[src/rtl/ssp_pkg.sv]
package ssp_pkg;
    typedef enum logic [1:0] {
        MODE_SHIFT8  = 2'd0,
        MODE_ACK9    = 2'd1,
        MODE_NOACK8  = 2'd2,
        MODE_RSVD    = 2'd3
    } ssp_mode_e;

    localparam int REG_ADDR_W = 2;
    localparam logic [REG_ADDR_W-1:0] ADDR_TX   = 2'd0;
    localparam logic [REG_ADDR_W-1:0] ADDR_RX   = 2'd1;
    localparam logic [REG_ADDR_W-1:0] ADDR_CTRL = 2'd2;
    localparam logic [REG_ADDR_W-1:0] ADDR_STAT = 2'd3;

    localparam int CTL_MODE_LO = 0;
    localparam int CTL_EXT     = 2;
    localparam int CTL_DIR     = 3;
    localparam int CTL_CONT    = 4;
    localparam int CTL_GO      = 5;

    localparam int ST_TX_EMPTY = 0;
    localparam int ST_RX_FULL  = 1;
    localparam int ST_ACK      = 2;
    localparam int ST_BUSY     = 3;
endpackage

[src/rtl/ssp_clk_edges.sv]
module ssp_clk_edges #(
    parameter int SYNC_STAGES = 2
) (
    input  logic clk,
    input  logic rst_n,
    input  logic use_ext,
    input  logic active,
    input  logic int_tick,
    input  logic sck_in,
    output logic rise,
    output logic fall,
    output logic sck_out,
    output logic sck_oe
);
    typedef struct packed {
        logic [SYNC_STAGES:0] sync;
        logic                 sck;
    } edge_st_t;

    edge_st_t st_d, st_q;
    logic ext_rise, ext_fall;

    always_comb begin
        st_d      = st_q;
        st_d.sync = {st_q.sync[SYNC_STAGES-1:0], sck_in};
        if (!active || use_ext) begin
            st_d.sck = 1'b0;
        end else if (int_tick) begin
            st_d.sck = !st_q.sck;
        end
        ext_rise = st_q.sync[SYNC_STAGES-1] && !st_q.sync[SYNC_STAGES];
        ext_fall = !st_q.sync[SYNC_STAGES-1] && st_q.sync[SYNC_STAGES];
        rise     = active && (use_ext ? ext_rise : (int_tick && !st_q.sck));
        fall     = active && (use_ext ? ext_fall : (int_tick && st_q.sck));
        sck_out  = st_q.sck;
        sck_oe   = !use_ext;
    end

    always_ff @(posedge clk or negedge rst_n) begin
        if (!rst_n) st_q <= '0;
        else        st_q <= st_d;
    end
endmodule

[src/rtl/ssp_shift_engine.sv]
module ssp_shift_engine #(
    parameter int DATA_W = 8
) (
    input  logic              clk,
    input  logic              rst_n,
    input  logic              start,
    input  logic              cont,
    input  logic              ack_mode,
    input  logic              tx_dir,
    input  logic [DATA_W-1:0] tx_data,
    input  logic              tx_avail,
    input  logic              rise,
    input  logic              fall,
    input  logic              sd_in,
    output logic              busy,
    output logic              take_tx,
    output logic              done,
    output logic [DATA_W-1:0] rx_data,
    output logic              ack_level,
    output logic              sd_out,
    output logic              sd_oe
);
    localparam int CNT_W = $clog2(DATA_W + 1);
    localparam logic [CNT_W-1:0] LAST_DATA = CNT_W'(DATA_W - 1);
    localparam logic [CNT_W-1:0] ACK_IDX   = CNT_W'(DATA_W);

    typedef struct packed {
        logic              busy;
        logic [CNT_W-1:0]  cnt;
        logic [DATA_W-1:0] shreg;
        logic              obit;
        logic              ack;
    } eng_st_t;

    eng_st_t st_d, st_q;
    logic in_ack;
    logic [CNT_W-1:0] last_idx;

    always_comb begin
        st_d     = st_q;
        take_tx  = 1'b0;
        done     = 1'b0;
        last_idx = ack_mode ? ACK_IDX : LAST_DATA;
        in_ack   = ack_mode && (st_q.cnt == ACK_IDX);
        if (!st_q.busy) begin
            if (start) begin
                st_d.busy  = 1'b1;
                st_d.cnt   = '0;
                st_d.shreg = tx_data;
                st_d.obit  = tx_data[DATA_W-1];
                take_tx    = 1'b1;
            end
        end else begin
            if (rise) begin
                if (in_ack) begin
                    if (tx_dir) st_d.ack = sd_in;
                end else begin
                    st_d.shreg = {st_q.shreg[DATA_W-2:0], sd_in};
                end
            end
            if (fall) begin
                if (st_q.cnt == last_idx) begin
                    done     = 1'b1;
                    st_d.cnt = '0;
                    if (cont && tx_avail) begin
                        st_d.shreg = tx_data;
                        st_d.obit  = tx_data[DATA_W-1];
                        take_tx    = 1'b1;
                    end else begin
                        st_d.busy = 1'b0;
                    end
                end else begin
                    st_d.cnt  = st_q.cnt + 1'b1;
                    st_d.obit = st_q.shreg[DATA_W-1];
                end
            end
        end
        busy      = st_q.busy;
        rx_data   = st_q.shreg;
        ack_level = st_q.ack;
        sd_out    = !st_q.busy ? 1'b1 : (in_ack ? 1'b0 : st_q.obit);
        sd_oe     = st_q.busy && (in_ack ? !tx_dir : tx_dir);
    end

    always_ff @(posedge clk or negedge rst_n) begin
        if (!rst_n) st_q <= '0;
        else        st_q <= st_d;
    end
endmodule

[src/rtl/sync_serial_port.sv]
module sync_serial_port
    import ssp_pkg::*;
#(
    parameter int DATA_W      = 8,
    parameter int SYNC_STAGES = 2
) (
    input  logic                  clk,
    input  logic                  rst_n,
    input  logic                  reg_wr,
    input  logic                  reg_rd,
    input  logic [REG_ADDR_W-1:0] reg_addr,
    input  logic [DATA_W-1:0]     reg_wdata,
    output logic [DATA_W-1:0]     reg_rdata,
    input  logic                  int_tick,
    input  logic                  sck_in,
    output logic                  sck_out,
    output logic                  sck_oe,
    input  logic                  sd_in,
    output logic                  sd_out,
    output logic                  sd_oe,
    output logic                  irq
);
    typedef struct packed {
        logic [DATA_W-1:0] tx_buf;
        logic              tx_full;
        logic [DATA_W-1:0] rx_buf;
        logic              rx_full;
        ssp_mode_e         mode;
        logic              ext_sel;
        logic              tx_dir;
        logic              cont;
        logic              irq;
    } port_st_t;

    port_st_t st_d, st_q;

    logic              wr_tx, wr_ctl, rd_rx, go;
    ssp_mode_e         mode_eff;
    logic              ext_eff, dir_eff, cont_eff, two_wire_eff, use_ext;
    logic              eng_busy, take_tx, tel_done, eng_ack;
    logic [DATA_W-1:0] eng_rx;
    logic              sh_rise, sh_fall;

    always_comb begin
        wr_tx  = reg_wr && (reg_addr == ADDR_TX);
        wr_ctl = reg_wr && (reg_addr == ADDR_CTRL);
        rd_rx  = reg_rd && (reg_addr == ADDR_RX);
        go     = wr_ctl && reg_wdata[CTL_GO];
        if (wr_ctl) begin
            mode_eff = ssp_mode_e'(reg_wdata[CTL_MODE_LO +: 2]);
            ext_eff  = reg_wdata[CTL_EXT];
            dir_eff  = reg_wdata[CTL_DIR];
            cont_eff = reg_wdata[CTL_CONT];
        end else begin
            mode_eff = st_q.mode;
            ext_eff  = st_q.ext_sel;
            dir_eff  = st_q.tx_dir;
            cont_eff = st_q.cont;
        end
        two_wire_eff = (mode_eff == MODE_ACK9) || (mode_eff == MODE_NOACK8);
        use_ext      = ext_eff && !two_wire_eff;
    end

    ssp_clk_edges #(.SYNC_STAGES(SYNC_STAGES)) u_edges (
        .clk      (clk),
        .rst_n    (rst_n),
        .use_ext  (use_ext),
        .active   (eng_busy),
        .int_tick (int_tick),
        .sck_in   (sck_in),
        .rise     (sh_rise),
        .fall     (sh_fall),
        .sck_out  (sck_out),
        .sck_oe   (sck_oe)
    );

    ssp_shift_engine #(.DATA_W(DATA_W)) u_engine (
        .clk       (clk),
        .rst_n     (rst_n),
        .start     (go),
        .cont      (cont_eff),
        .ack_mode  (mode_eff == MODE_ACK9),
        .tx_dir    (dir_eff),
        .tx_data   (st_q.tx_buf),
        .tx_avail  (st_q.tx_full),
        .rise      (sh_rise),
        .fall      (sh_fall),
        .sd_in     (sd_in),
        .busy      (eng_busy),
        .take_tx   (take_tx),
        .done      (tel_done),
        .rx_data   (eng_rx),
        .ack_level (eng_ack),
        .sd_out    (sd_out),
        .sd_oe     (sd_oe)
    );

    always_comb begin
        st_d     = st_q;
        st_d.irq = tel_done;
        if (take_tx) st_d.tx_full = 1'b0;
        if (wr_tx) begin
            st_d.tx_buf  = reg_wdata;
            st_d.tx_full = 1'b1;
        end
        if (rd_rx) st_d.rx_full = 1'b0;
        if (tel_done) begin
            st_d.rx_buf  = eng_rx;
            st_d.rx_full = 1'b1;
        end
        if (wr_ctl) begin
            st_d.mode    = mode_eff;
            st_d.ext_sel = ext_eff;
            st_d.tx_dir  = dir_eff;
            st_d.cont    = cont_eff;
        end
    end

    always_ff @(posedge clk or negedge rst_n) begin
        if (!rst_n) st_q <= '0;
        else        st_q <= st_d;
    end

    always_comb begin
        reg_rdata = '0;
        case (reg_addr)
            ADDR_TX: reg_rdata = st_q.tx_buf;
            ADDR_RX: reg_rdata = st_q.rx_buf;
            ADDR_CTRL: begin
                reg_rdata[CTL_MODE_LO +: 2] = st_q.mode;
                reg_rdata[CTL_EXT]          = st_q.ext_sel;
                reg_rdata[CTL_DIR]          = st_q.tx_dir;
                reg_rdata[CTL_CONT]         = st_q.cont;
            end
            default: begin
                reg_rdata[ST_TX_EMPTY] = !st_q.tx_full;
                reg_rdata[ST_RX_FULL]  = st_q.rx_full;
                reg_rdata[ST_ACK]      = eng_ack;
                reg_rdata[ST_BUSY]     = eng_busy;
            end
        endcase
    end

    assign irq = st_q.irq;
endmodule

[config.mk]
export PLATFORM = sky130hd
export DESIGN_NAME = sync_serial_port
export DESIGN_NICKNAME = d
export VERILOG_FILES = /design/src/rtl/ssp_pkg.sv /design/src/rtl/ssp_clk_edges.sv /design/src/rtl/ssp_shift_engine.sv /design/src/rtl/sync_serial_port.sv
export SDC_FILE = /design/constraint.sdc
export NUM_CORES = 1
export LEC_CHECK = 0
export CELL_PAD_IN_SITES_DETAIL_PLACEMENT = 0
export CELL_PAD_IN_SITES_GLOBAL_PLACEMENT = 1
export CORE_ASPECT_RATIO = 0.5
export CORE_UTILIZATION = 44
export DETAILED_ROUTE_END_ITERATION = 7
export PLACE_DENSITY = 0.8
export SYNTH_ARGS = -nofsm -noshare
export SYNTH_HDL_FRONTEND = slang
export SYNTH_HIERARCHICAL = 1
export SYNTH_SLANG_ARGS = --single-unit
export TNS_END_PERCENT = 5
[constraint.sdc]
create_clock -name clk -period 3.4 [get_ports clk]
set_input_delay 0.68 -clock clk [delete_from_list [all_inputs] [get_ports clk]]
set_output_delay 0.68 -clock clk [all_outputs]
set_load 0.02 [all_outputs]
* Word level (Yosys, flattened, before mapping)
Cells that the tools add are included.
** Operators by class
- Reduce and logical (&&, ||, !) cells :: 32
- Equality and inequality tests :: 8
- $add $sub $neg :: 1
- Muxes and demuxes :: 37
- $lt $le $gt $ge :: 0
- Divide/modulo/power cells :: 0
- Bitwise logic cells :: 0
- Shift-type cells :: 0
- $mul :: 0
** Operator list (count)
- two-way mux 14 bit :: 3
- two-way mux 1 bit :: 24
- two-way mux 8 bit :: 3
- logical AND 1 bit :: 14
- one-hot mux 4 bit (3 select lines) :: 1
- two-way mux 9 bit :: 1
- logical NOT 1 bit :: 8
- two-way mux 4 bit :: 2
- nonzero test 2 bit :: 4
- one-hot mux 3 bit (2 select lines) :: 1
- adder 4 x 1 -> 4 bit (second input constant) :: 1
- equality test 2 x 1 -> 1 bit (second input constant) :: 2
- equality test 2 bit (second input constant) :: 2
- equality test 4 bit :: 1
- equality test 4 bit (second input constant) :: 1
- AND reduction 4 bit :: 1
- inequality test 3 bit (second input constant) :: 1
- one-hot mux 1 bit (3 select lines) :: 1
- AND reduction 3 bit :: 1
- logical NOT 2 bit :: 1
- logical OR 1 bit :: 2
- two-way mux 2 bit :: 1
- inequality test 2 bit (second input constant) :: 1
- AND reduction 2 bit :: 1
** Storage, ports and cells
- Word-level logic and storage cells :: 94
- Output and inout port bits :: 13
- Bits in writable memories :: 0
- Memories :: 0
- Register bits :: 43
- Latch bits :: 0
- Bits of input ports :: 17
- Bits in read-only memories :: 0

* Logic depth before layout (Yosys ltp)
- Depth after elaboration :: 14
- Mapped depth :: 12
- Mapped depth without buffers :: 11

* Hierarchy
Netlist, hierarchy kept.
** Modules (own cells, without submodules)
- sync_serial_port :: times used 1, cells each 78, area an instance 1149.9 µm², sequential area each 600.6 µm²
- ssp_shift_engine :: times used 1, cells each 121, area an instance 1108.6 µm², sequential area each 375.4 µm²
- ssp_clk_edges :: times used 1, cells each 14, area an instance 170.2 µm², sequential area each 100.1 µm²

* Worst setup path before layout
No wires, ideal clock.
- Kind :: input to register
- Start :: in reg_addr[0]
- End :: reg st_q[10] (netlist name)
- Setup slack :: 0.279 ns
- Stages :: 12
- Arrival time :: 2.997 ns
- Data required time :: 3.275 ns
- Library setup time :: 0.125 ns
- Buffers on the path :: 2
- Cell sequence :: nand3b_1 > buf_4 > mux2_2 > ha_1 > nand2_1 > mux2i_1 > nand2b_4 > o21ai_2 > nand2_1 > nor2_1 > buf_2 > mux2_2
** RTL lines
- from (decl) :: RTL line sync_serial_port.sv:11 : input logic [REG_ADDR_W-1:0] reg_addr,

* Final worst setup path
- Start :: in reg_addr[0]
- End :: reg u_engine.st_q, in the netlist u_engine/rx_data[7]
** On the way
- Longest elaborated chain between the ends :: 14
** RTL lines
- equality test 2 bit * :: RTL line sync_serial_port.sv:46 : wr_ctl = reg_wr && (reg_addr == ADDR_CTRL);
- logical AND 1 bit * :: RTL line sync_serial_port.sv:46
- two-way mux 2 bit * :: RTL line sync_serial_port.sv:49 : if (wr_ctl) begin
- net mode_eff[0] :: RTL line sync_serial_port.sv:38 : ssp_mode_e mode_eff;
- equality test 2 x 1 -> 1 bit or equality test 2 bit (tied branches) :: RTL line sync_serial_port.sv:60 : two_wire_eff = (mode_eff == MODE_ACK9) || (mode_eff == MODE_NOACK8);
- logical OR 1 bit * :: RTL line sync_serial_port.sv:60
- logical NOT 1 bit * :: RTL line sync_serial_port.sv:61 : use_ext = ext_eff && !two_wire_eff;
- logical AND 1 bit * :: RTL line sync_serial_port.sv:61
- net use_ext :: RTL line sync_serial_port.sv:39 : logic ext_eff, dir_eff, cont_eff, two_wire_eff, use_ext;
- two-way mux 1 bit * :: RTL line ssp_clk_edges.sv:33 : rise = active && (use_ext ? ext_rise : (int_tick && !st_q.sck));
- logical AND 1 bit * :: RTL line ssp_clk_edges.sv:33
- net sh_rise :: RTL line sync_serial_port.sv:42 : logic sh_rise, sh_fall;
- two-way mux 8 bit * :: RTL line ssp_shift_engine.sv:54 : if (rise) begin
- two-way mux 9 bit :: RTL line ssp_shift_engine.sv:65 : if (cont && tx_avail) begin
- two-way mux 8 bit :: RTL line ssp_shift_engine.sv:62 : if (st_q.cnt == last_idx) begin
- two-way mux 14 bit * :: RTL line ssp_shift_engine.sv:61 : if (fall) begin
- two-way mux 14 bit * :: RTL line ssp_shift_engine.sv:45 : if (!st_q.busy) begin
- to (signal assigned) :: RTL line ssp_shift_engine.sv:87 : else st_q <= st_d;
- to (decl) :: RTL line ssp_shift_engine.sv:35 : eng_st_t st_d, st_q;
The timed path passes the listed nets; every way through them passes the cells marked *. The select of a mux whose other input is x is not followed.
A chain may end at the register's enable or synchronous reset.

==> run metrics <==
Routed Antenna Nets=0; DIE WIDTH=107 um; setup_tns=0 ns; leakage=1.24 nW; fmax=297 MHz; HP Class=reg2reg; power density over the cells=577 mW/mm^2; DRT iter0 DRCs=95; crit path kind=in2reg; startpoint types=input port; Total Power=1.69 mW; Layout Area Growth over Synthesis=20.2%; layout cells sized above 1=0.294; HP Start=u_edges/st_d[2]; critical-path cell list=clkdlybuf4s50_1, nand3b_1, mux2_2, ha_1, nand2_1, mux2i_1, buf_4, nand2b_4, o21ai_1, nand2_2, buf_4, mux2i_1, o21a_1, o32ai_1; RR Startpoint=st_q[4]; CP bufs+invs=3; vias in the first global route=1,630; total track usage=0.198; RSZ-0062 raised after global routing=true; routed wire length=5190 um; Worst Setup End Kind=flip-flop; Die H=54.5 um; Yosys top cell area share=0.443; Post-DP HPWL=3600 um; routed via count=1,756; min Tclk post-route=3.37 ns; fillers=432; Max-Cap Viols=0; sequential element share of the synthesized area=0.443; leading cell types in the layout, fill and taps excluded=dfrtp_1, mux2_2, clkdlybuf4s50_1; synthesized area=0.00243 sq mm; CP required=3.60 ns; Final Cycle Share=0.990; DIE AREA=0.00584 sq mm; worst slew pin tran=0.964 ns; FP Rows=18; Crit path largest cell delay=0.47 ns; #FFs+latches synth=43; total gr overflow=0; CTS tree=built; port buffer count=29; Vias/cell=5.52; diode count=0; syn avg cell area=11.4 sq um; Longest Clk Path Bufs=2; Synth Net Count=233; Top FF cell, synth=dfrtp_1; nets@finish=267; Sinks on Clock Net=43; I/O pin cnt=30; GPL Wtd Cong=0.794; crit path DAT=3.56 ns; share of flip-flops with an asynchronous set or reset=1.00; Root Driver=clkbuf_8; IR drop worst, VDD=278 uV; final hold vios=0; Core Area=0.00511 sq mm; status=finished, final reports clean; Final Max Tran Viols=0; Setup Viol. Count Final=0; routed len/inst=16.3 um; Layout Skew=0.00536 ns; DRC=0; Mapped Cells=213; Worst path slowest cell=clkdlybuf4s50_1; initial antenna violation count=0; Crit. Startpoint=reg_addr[0]; effective utilization at floorplan=0.475; Skew-Pair Late Insertion Delay=0.29 ns; warning count from the yosys run=6; Top delay family on crit path=buffers and inverters; first-pass GRT wire length=8410 um; EDFF count, synth=0; Worst-path clk slew=0.08 ns; largest net degree at the start of global routing=44; drt pass-1 iters=4; commonest non-fill, non-tap cell in the layout=dfrtp_1; Slew headroom=0.357; Synth cell types=40; Synth area leader=dfrtp_1; largest cells by area after synthesis=dfrtp_1, mux2_2, mux2i_1; CTS buffer count=5; CP max FO=8; htree depth=2
## worst paths after layout
path	slack, ns	end	depth (start not counted)
max	0.03	u_engine/rx_data[7]	14
min	0.36	u_edges/st_d[3]	0
max reg2reg	0.78	u_engine/rx_data[7]	12
min reg2reg	0.36	u_edges/st_d[3]	0
max in group asynchronous	2.26	u_engine/rx_data[4]	1
min in group asynchronous	0.54	st_q[5]	1
## synthesized netlist by cell type, types with 6 or more instances
| cell type | number |
|---|---|
| nor2b_1 | 9 |
| nor2_1 | 10 |
| a21oi_1 | 11 |
| a211oi_1 | 8 |
| dfrtp_1 | 43 |
| buf_4 | 10 |
| inv_1 | 6 |
| nand2_1 | 11 |
| o21ai_0 | 7 |
| mux2i_1 | 14 |
| mux2_2 | 32 |
## stage by stage
step / instances / cell area [sq um] / hold WS, ns / setup WS, ns / util
after floorplan: 213 / 2430 / 0.331 / 0.279 / -
after global placement: 310 / 2800 / 0.334 / -0.260 / 0.548
after detailed placement: 310 / 2800 / 0.345 / -0.288 / 0.548
after CTS: 318 / 2920 / 0.364 / 0.00341 / 0.571
after global routing: 318 / 2920 / 0.369 / -0.0590 / 0.571
final: 318 / 2920 / 0.361 / 0.0329 / 0.571
## flip-flops by register name, summed over array words and instances, names as in the netlist
register            count
u_engine/st_q           5
st_q                   23
u_edges/st_q            1
u_edges/st_d            2
u_engine/busy           1
irq                     1
u_engine/ack_level      1
u_engine/rx_data        8
u_edges/sck_out         1
## timing repair
item,CTS,global route
hold buffers,0,0
pin swaps,0,1
setup endpoints to repair,3,16
setup buffers,0,0
gates resized for setup,5,6
## kinds of logic after synthesis
group	share of synthesized area
xor+xnor	0.00361
simple gates	0.131
buf+inv	0.0551
fa+ha+maj	0.0155
flops	0.443
mux	0.243
compound gates	0.108
## report_power, final
group | switching, mW | internal (mW) | total (mW)
clock | 0.180 | 0.238 | 0.418
sequential | 0.107 | 0.616 | 0.723
combinational | 0.253 | 0.292 | 0.544
## layout make-up
| class | instances | area, sq um | area share |
|---|---|---|---|
| tap | 70 | 87.6 | 0.0300 |
| clock buffer | 6 | 82.6 | 0.0283 |
| multi-input combinational | 147 | 1220 | 0.419 |
| sequential | 43 | 1080 | 0.368 |
| inverter | 6 | 22.5 | 0.00771 |
| timing repair buffer | 44 | 392 | 0.134 |
| clock inverter | 2 | 35.0 | 0.0120 |
## metal layers
layer / routed length [um] / up-vias / track usage / part of all wire
met3: 295 / 2 / 0.0536 / 0.057
met1: 2690 / 872 / 0.284 / 0.52
met5: 0 / - / 0 / 0
li1: - / 841 / - / -
met4: 12 / 0 / 0.0479 / 0.0023
met2: 2190 / 41 / 0.298 / 0.42
(Power assumes the default switching activity.)
